File: src/rtl/adc_demux_pkg.sv
package adc_demux_pkg;

    typedef enum logic [1:0] {
        PH_SYNC   = 2'd0,
        PH_SETTLE = 2'd1,
        PH_RUN    = 2'd2
    } phase_e;

    localparam int NUM_CH = 2;

endpackage

File: src/rtl/adc_edge_capture.sv
// Captures the shared bus on both edges of the converter clock.
module adc_edge_capture #(
    parameter int SAMPLE_W = 14
) (
    input  logic                dclk,
    input  logic                rst_n,
    input  logic [SAMPLE_W-1:0] bus_i,
    output logic [SAMPLE_W-1:0] rise_o,
    output logic [SAMPLE_W-1:0] fall_o
);

    logic [SAMPLE_W-1:0] rise_d, rise_q;
    logic [SAMPLE_W-1:0] fall_d, fall_q;

    always_comb begin
        rise_d = bus_i;
        fall_d = bus_i;
    end

    // channel A word is on the bus at the rising edge
    always_ff @(posedge dclk or negedge rst_n) begin
        if (!rst_n) rise_q <= '0;
        else        rise_q <= rise_d;
    end

    // channel B word is on the bus at the falling edge
    always_ff @(negedge dclk or negedge rst_n) begin
        if (!rst_n) fall_q <= '0;
        else        fall_q <= fall_d;
    end

    assign rise_o = rise_q;
    assign fall_o = fall_q;

endmodule

File: src/rtl/adc_align_seq.sv
// Sync pulse then settle interval, then run.
module adc_align_seq
    import adc_demux_pkg::*;
#(
    parameter int SYNC_CYCLES   = 4,
    parameter int SETTLE_CYCLES = 8
) (
    input  logic dclk,
    input  logic rst_n,
    output logic sync_o,
    output logic run_o
);

    localparam int MAX_LEN = (SYNC_CYCLES > SETTLE_CYCLES) ? SYNC_CYCLES : SETTLE_CYCLES;
    localparam int CNT_W   = $clog2(MAX_LEN + 1);
    localparam logic [CNT_W-1:0] SYNC_LAST   = CNT_W'(SYNC_CYCLES - 1);
    localparam logic [CNT_W-1:0] SETTLE_LAST = CNT_W'(SETTLE_CYCLES - 1);

    typedef struct packed {
        phase_e           phase;
        logic [CNT_W-1:0] cnt;
    } seq_t;

    seq_t seq_d, seq_q;

    always_comb begin
        seq_d = seq_q;
        unique case (seq_q.phase)
            PH_SYNC: begin
                if (seq_q.cnt == SYNC_LAST) begin
                    seq_d.phase = PH_SETTLE;
                    seq_d.cnt   = '0;
                end else begin
                    seq_d.cnt = seq_q.cnt + 1'b1;
                end
            end
            PH_SETTLE: begin
                if (seq_q.cnt == SETTLE_LAST) begin
                    seq_d.phase = PH_RUN;
                    seq_d.cnt   = '0;
                end else begin
                    seq_d.cnt = seq_q.cnt + 1'b1;
                end
            end
            default: begin
                seq_d.phase = PH_RUN;
                seq_d.cnt   = '0;
            end
        endcase
    end

    always_ff @(posedge dclk or negedge rst_n) begin
        if (!rst_n) seq_q <= '{phase: PH_SYNC, cnt: '0};
        else        seq_q <= seq_d;
    end

    assign sync_o = (seq_q.phase == PH_SYNC);
    assign run_o  = (seq_q.phase == PH_RUN);

endmodule

File: src/rtl/adc_pair_format.sv
// Re-times the word pair into the rising-edge domain, selects test ramp, sign-extends.
module adc_pair_format
    import adc_demux_pkg::*;
#(
    parameter int SAMPLE_W = 14,
    parameter int OUT_W    = 16
) (
    input  logic                             dclk,
    input  logic                             rst_n,
    input  logic                             run_i,
    input  logic                             test_i,
    input  logic [SAMPLE_W-1:0]              rise_i,
    input  logic [SAMPLE_W-1:0]              fall_i,
    output logic [NUM_CH-1:0][OUT_W-1:0]     word_o,
    output logic [NUM_CH-1:0]                vld_o
);

    localparam int EXT_W = OUT_W - SAMPLE_W;

    typedef struct packed {
        logic [SAMPLE_W-1:0]              pat;
        logic [NUM_CH-1:0]                vld;
        logic [NUM_CH-1:0][SAMPLE_W-1:0]  word;
    } fmt_t;

    fmt_t fmt_d, fmt_q;

    logic [NUM_CH-1:0][SAMPLE_W-1:0] live;
    logic [NUM_CH-1:0][SAMPLE_W-1:0] ramp;

    assign live[0] = rise_i;
    assign live[1] = fall_i;
    assign ramp[0] = fmt_q.pat;
    assign ramp[1] = ~fmt_q.pat;

    always_comb begin
        fmt_d     = fmt_q;
        fmt_d.vld = {NUM_CH{run_i}};
        if (!test_i) begin
            fmt_d.pat = '0;
        end else if (run_i) begin
            fmt_d.pat = fmt_q.pat + 1'b1;
        end
        if (run_i) begin
            fmt_d.word = test_i ? ramp : live;
        end
    end

    always_ff @(posedge dclk or negedge rst_n) begin
        if (!rst_n) fmt_q <= '0;
        else        fmt_q <= fmt_d;
    end

    for (genvar c = 0; c < NUM_CH; c++) begin : g_ch
        if (EXT_W > 0) begin : g_ext
            assign word_o[c] = {{EXT_W{fmt_q.word[c][SAMPLE_W-1]}}, fmt_q.word[c]};
        end else begin : g_flat
            assign word_o[c] = fmt_q.word[c][OUT_W-1:0];
        end
        assign vld_o[c] = fmt_q.vld[c];
    end

endmodule

File: src/rtl/adc_pair_demux.sv
module adc_pair_demux
    import adc_demux_pkg::*;
#(
    parameter int SAMPLE_W      = 14,
    parameter int OUT_W         = 16,
    parameter int SYNC_CYCLES   = 4,
    parameter int SETTLE_CYCLES = 8
) (
    input  logic                dclk,
    input  logic                rst_n,
    input  logic [SAMPLE_W-1:0] adc_bus,
    input  logic                test_en,
    output logic                sync_out,
    output logic                aligned,
    output logic [OUT_W-1:0]    ch_a_data,
    output logic                ch_a_vld,
    output logic [OUT_W-1:0]    ch_b_data,
    output logic                ch_b_vld
);

    logic [SAMPLE_W-1:0]          rise_w, fall_w;
    logic                         run_w;
    logic [NUM_CH-1:0][OUT_W-1:0] word_w;
    logic [NUM_CH-1:0]            vld_w;

    adc_edge_capture #(.SAMPLE_W(SAMPLE_W)) u_cap (
        .dclk   (dclk),
        .rst_n  (rst_n),
        .bus_i  (adc_bus),
        .rise_o (rise_w),
        .fall_o (fall_w)
    );

    adc_align_seq #(
        .SYNC_CYCLES   (SYNC_CYCLES),
        .SETTLE_CYCLES (SETTLE_CYCLES)
    ) u_seq (
        .dclk   (dclk),
        .rst_n  (rst_n),
        .sync_o (sync_out),
        .run_o  (run_w)
    );

    adc_pair_format #(
        .SAMPLE_W (SAMPLE_W),
        .OUT_W    (OUT_W)
    ) u_fmt (
        .dclk   (dclk),
        .rst_n  (rst_n),
        .run_i  (run_w),
        .test_i (test_en),
        .rise_i (rise_w),
        .fall_i (fall_w),
        .word_o (word_w),
        .vld_o  (vld_w)
    );

    assign aligned   = run_w;
    assign ch_a_data = word_w[0];
    assign ch_b_data = word_w[1];
    assign ch_a_vld  = vld_w[0];
    assign ch_b_vld  = vld_w[1];

endmodule

File: config.mk
export PLATFORM = sky130hd
export DESIGN_NAME = adc_pair_demux
export DESIGN_NICKNAME = d
export VERILOG_FILES = /design/src/rtl/adc_demux_pkg.sv /design/src/rtl/adc_edge_capture.sv /design/src/rtl/adc_align_seq.sv /design/src/rtl/adc_pair_format.sv /design/src/rtl/adc_pair_demux.sv
export SDC_FILE = /design/constraint.sdc
export NUM_CORES = 1
export LEC_CHECK = 0
export BUFFER_PORTS_ARGS = -buffer_cell sky130_fd_sc_hd__buf_2
export CORE_ASPECT_RATIO = 1.2
export CORE_MARGIN = 3
export CORE_UTILIZATION = 55
export DETAILED_ROUTE_END_ITERATION = 12
export PLACE_DENSITY_LB_ADDON = 0.3
export SKIP_CTS_REPAIR_TIMING = 1
export SYNTH_ARGS = -nofsm -noshare
export SYNTH_HDL_FRONTEND = slang
export SYNTH_SLANG_ARGS = --single-unit
File: constraint.sdc
create_clock -name dclk -period 2.7 [get_ports dclk]
set_clock_uncertainty 0.15 [all_clocks]
set_input_delay 0.135 -clock dclk [delete_from_list [all_inputs] [get_ports dclk]]
set_output_delay 0.135 -clock dclk [all_outputs]
set_load 0.01 [all_outputs]
Yosys cells after proc, flatten, opt, wreduce, memory -nomap -nowiden
Cells that the tools add are included.
Storage, ports and cells
  register bits: 77
  input bits: 17
  output and inout bits: 36
  logic and storage cells: 28
Cells by class
  $add $sub $neg: 2
  equal/unequal tests: 7
  mux-type cells: 8
  bitwise operators: 1
  reduce and logical (&&, ||, !) cells: 2
Operators by type and width (number)
  $mux W14: 2
  $mux W28: 1
  $add A14 B1 Y14 const B: 1
  $not A14 Y14: 1
  $pmux W6 S2: 1
  $mux W4: 2
  $ne A2 B1 Y1 const B: 3
  $add A4 B1 Y4 const B: 1
  $eq A4 B2 Y1 const B: 1
  $eq A4 B3 Y1 const B: 1
  $mux W2: 2
  $eq A2 B1 Y1 const B: 1
  $eq A2 B2 Y1 const B: 1
  $logic_not A2 Y1: 1
  $reduce_and A2 Y1: 1

Logic depth before layout (Yosys ltp)
  word-level depth: 3
  depth in mapped cells: 7
  mapped depth without buffers: 4

Hierarchy
From an unflattened synthesis, not the netlist that was laid out.
Second synthesis, totals
  cell total of the unflattened synthesis: 291
  area total of the unflattened synthesis: 3238.1 um^2
By module, submodules not included
  adc_pair_format: instances 1, cells an instance 238, area an instance 2252.2 um^2, seq. area each 1076.0 um^2
  adc_edge_capture: instances 1, cells an instance 28, area an instance 700.7 um^2, seq. area each 700.7 um^2
  adc_align_seq: instances 1, cells an instance 25, area an instance 285.3 um^2, seq. area each 150.1 um^2

==> impl_metrics.yaml <==
yosys:
  synth_nets: 313
  synth_seq_cells: 77
  ys_seq_area_share_pct: 58.6
  yosysTopAreaCell: "dfrtp_1"
  synth.most_common_cell: "dfrtp_1"
  synthTopCellsByArea: "dfrtp_1 (48%), dfrtn_1 (11%), buf_4 (8.0%), mux2i_1 (5.5%), nand2_1 (4.8%)"
  syn_avg_cell_area_sq_um: 11.2
  yosysWarnings: 0
  synth_common_cells: "dfrtp_1 (63), nand2_1 (42), buf_4 (35), nor2_1 (21), mux2i_1 (18)"
  synthCells: 294
  yosysTopAreaCellShare_pct: 47.9
  ys.flop_type: "dfrtp_1"
  synth.cell_area_sq_mm: 0.00329
  async_flop_share_pct: 100
  ys_types: 34
  synth_edf_count: 0
worst_setup_path:
  required_ns: 2.79
  path_class: "flop to flop"
  critPathLaunch: "u_cap.fall_o[5]$_DFF_NN0_"
  rr_worst_depth: 2
  crit_path_start_kind: "flop"
  end_kind: "flop"
  critPathMaxFanout: 1
  r2r_start: "u_cap.fall_o[5]$_DFF_NN0_"
  worstPathArrival_ns: 2.28
sta:
  worst_slack_ns: 0.512
  tightest_slew_ns: 0.514
  maxSlewViolCount: 0
  setup_tns_ns: 0
  max_slew_margin_pct: 65.7
  hold_viol: 0
  setup_viol: 0
  grt_setup_unrepaired: "no"
cts:
  cts_htree_levels: 3
  cts.path.max_buffers: 2
  clock-sinks: 77
  cts_tree: "done"
  clk_pin_slew_ns: 0.07
  cts_buffers: 9
  cts_root_buf: "clkbuf_8"
  clock_latency_ns: 0.33
power_and_ir_drop:
  seqPwrFrac_pct: 56.2
  p_switching_uw: 503
  vdd_drop_max_mv: 0.501
  switching_share_pct: 22.9
  combPwrFrac_pct: 7.7
  power.share.clock_pct: 36.1
  power_density_mw_per_mm2: 595
  power_uw: 2190
  power_leakage_uw: 0.00171
  p_int_uw: 1690
cells_and_area:
  n_fill_cell: 480
  drive_gt1_share_pct: 24.3
  num-nets-final: 351
  antenna_cells: 0
  syn_to_final_growth_pct: 11.9
routing:
  totalWireLength_mm: 5.34
  drc: 0
  first_iter_violations: 115
  avgViaCountPerCell: 5.00
  via_count: 2087
  met2_length_mm: 2.49
  drt-pass1-iter-count: 4
  wl_per_cell_um: 12.8
  antenna_left: 0
  dr_wl_met3_um: 215
  dr.max_layer_used: "met4"
  met1Wirelength_mm: 2.55
place:
  portBuffers: 52
  place_ws_ns: 0.502
  dp_hpwl_mm: 3.54
  globalplace.congestion: 0.723
grt:
  overflow: 0
  antenna_found_initial: 0
  grt_pass1_wl_mm: 8.97
  track_usage_pct: 16.3
  grt_pass1_vias: 1879
  grt_max_degree: 43
floorplanning:
  die-area_sq_mm: 0.00695
  io_pins: 53
  die_h_um: 90.7
  floorplan.initialDensity_pct: 57.7
  die_x_um: 76.6
  coreArea_sq_mm: 0.00571
  row_count: 30
min_path:
  hp-class: "input pin to flop"
  hold_depth: 3
  hold_start: "test_en"
status:
  outcome: "complete, no violations"
job:
  maxCapViolCount: 0
## flip-flops by register name, indices dropped and copies added (netlist names)
register	cells
u_cap.rise_o	14
u_seq.seq_q	6
u_cap.fall_o	14
u_fmt.word_o	28
u_fmt.vld_o	1
u_fmt.fmt_q	14
## logic make-up (layout without fill, tap and decap cells)
| family | after synthesis | count (layout) | share of synthesized area [%] |
|---|---|---|---|
| adder cells (fa/ha/maj) | 2 | 2 | 0.761 |
| flip-flops | 77 | 77 | 58.6 |
| XOR/XNOR | 2 | 2 | 0.533 |
| AO/OA/AOI/OAI | 46 | 46 | 7.95 |
| buffers and inverters | 53 | 96 | 11.7 |
| AND/OR/NAND/NOR | 96 | 96 | 15.0 |
| multiplexers | 18 | 18 | 5.48 |
## layout by cell type, fill, tap and decap left out, types with 2 or more instances in the layout
cell type      netlist  layout
dfrtn_1             14      14
nor3_1               3       3
nor2b_1              5       5
a31oi_1             16      16
nand3_1              3       3
inv_1                5       5
clkinv_2             0       2
mux2i_1             18      18
a21oi_1             11      11
or3_1                3       3
xnor2_1              2       2
nor2_1              21      21
ha_1                 2       2
dfrtp_1             63      63
nor4_1               4       4
buf_4               35       7
buf_2                4      51
clkbuf_8             0      12
nand2b_1             8       8
o21ai_0             15      15
nand2_1             42      42
dlygate4sd3_1        0      15
## area by class of cell
type / instances / area (sq um) / share of cell area, %
Clock buffer: 13 / 169 / 4.59
Timing Repair Buffer: 73 / 458 / 12.4
Clock inverter: 3 / 18.8 / 0.510
Inverter: 7 / 31.3 / 0.850
Sequential cell: 77 / 1930 / 52.3
Tap cell: 80 / 100 / 2.72
Multi-Input combinational cell: 164 / 977 / 26.5
## stage by stage
| step | utilization [%] | hold WS, ns | area (sq um) | instances |
|---|---|---|---|---|
| after floorplan | - | -0.311 | 3290 | 294 |
| after global placement | 58.6 | -0.0115 | 3340 | 386 |
| after detailed placement | 58.6 | -0.0133 | 3340 | 386 |
| after CTS | 61.9 | -0.375 | 3530 | 402 |
| after global routing | 64.5 | 0.162 | 3680 | 417 |
| final | 64.5 | 0.148 | 3680 | 417 |
## path summary, 6_finish.rpt
kind	end	slack [ns]
max in group asynchronous	u_cap.fall_o[0]$_DFF_NN0_	0.61
worst max-delay path	u_fmt.word_o[21]$_DFFE_PN0P_	0.51
worst min register to register	u_fmt.word_o[20]$_DFFE_PN0P_	0.33
min in group asynchronous	u_fmt.word_o[29]$_DFFE_PN0P_	0.16
worst min-delay path	u_fmt.fmt_q[30]$_DFFE_PN0P_	0.15
worst max register to register	u_fmt.word_o[21]$_DFFE_PN0P_	0.51
## metal layers
layer / vias to the layer above / track usage, %
li1: 1035 / -
met1: 997 / 22.1
met2: 47 / 25.0
met3: 8 / 3.49
met4: 0 / 7.70
met5: - / 0
## worst max-delay path, cell delays in order (launching register included)
cell and delay (ns):
dfrtn_1 0.39, mux2i_1 0.06, o21ai_0 0.17
## power by group through the flow
| stage | clock [uW] | sequential (uW) | combinational [uW] |
|---|---|---|---|
| 3_5_place_dp | 0 | 1250 | 155 |
| 3_3_place_gp | 0 | 1250 | 151 |
| 2_1_floorplan | 0 | 1250 | 117 |
| 6_report | 790 | 1230 | 169 |
| 4_1_cts | 804 | 1230 | 155 |
| 5_1_grt | 857 | 1240 | 190 |
Note: power is estimated with default switching activity, not from simulation.
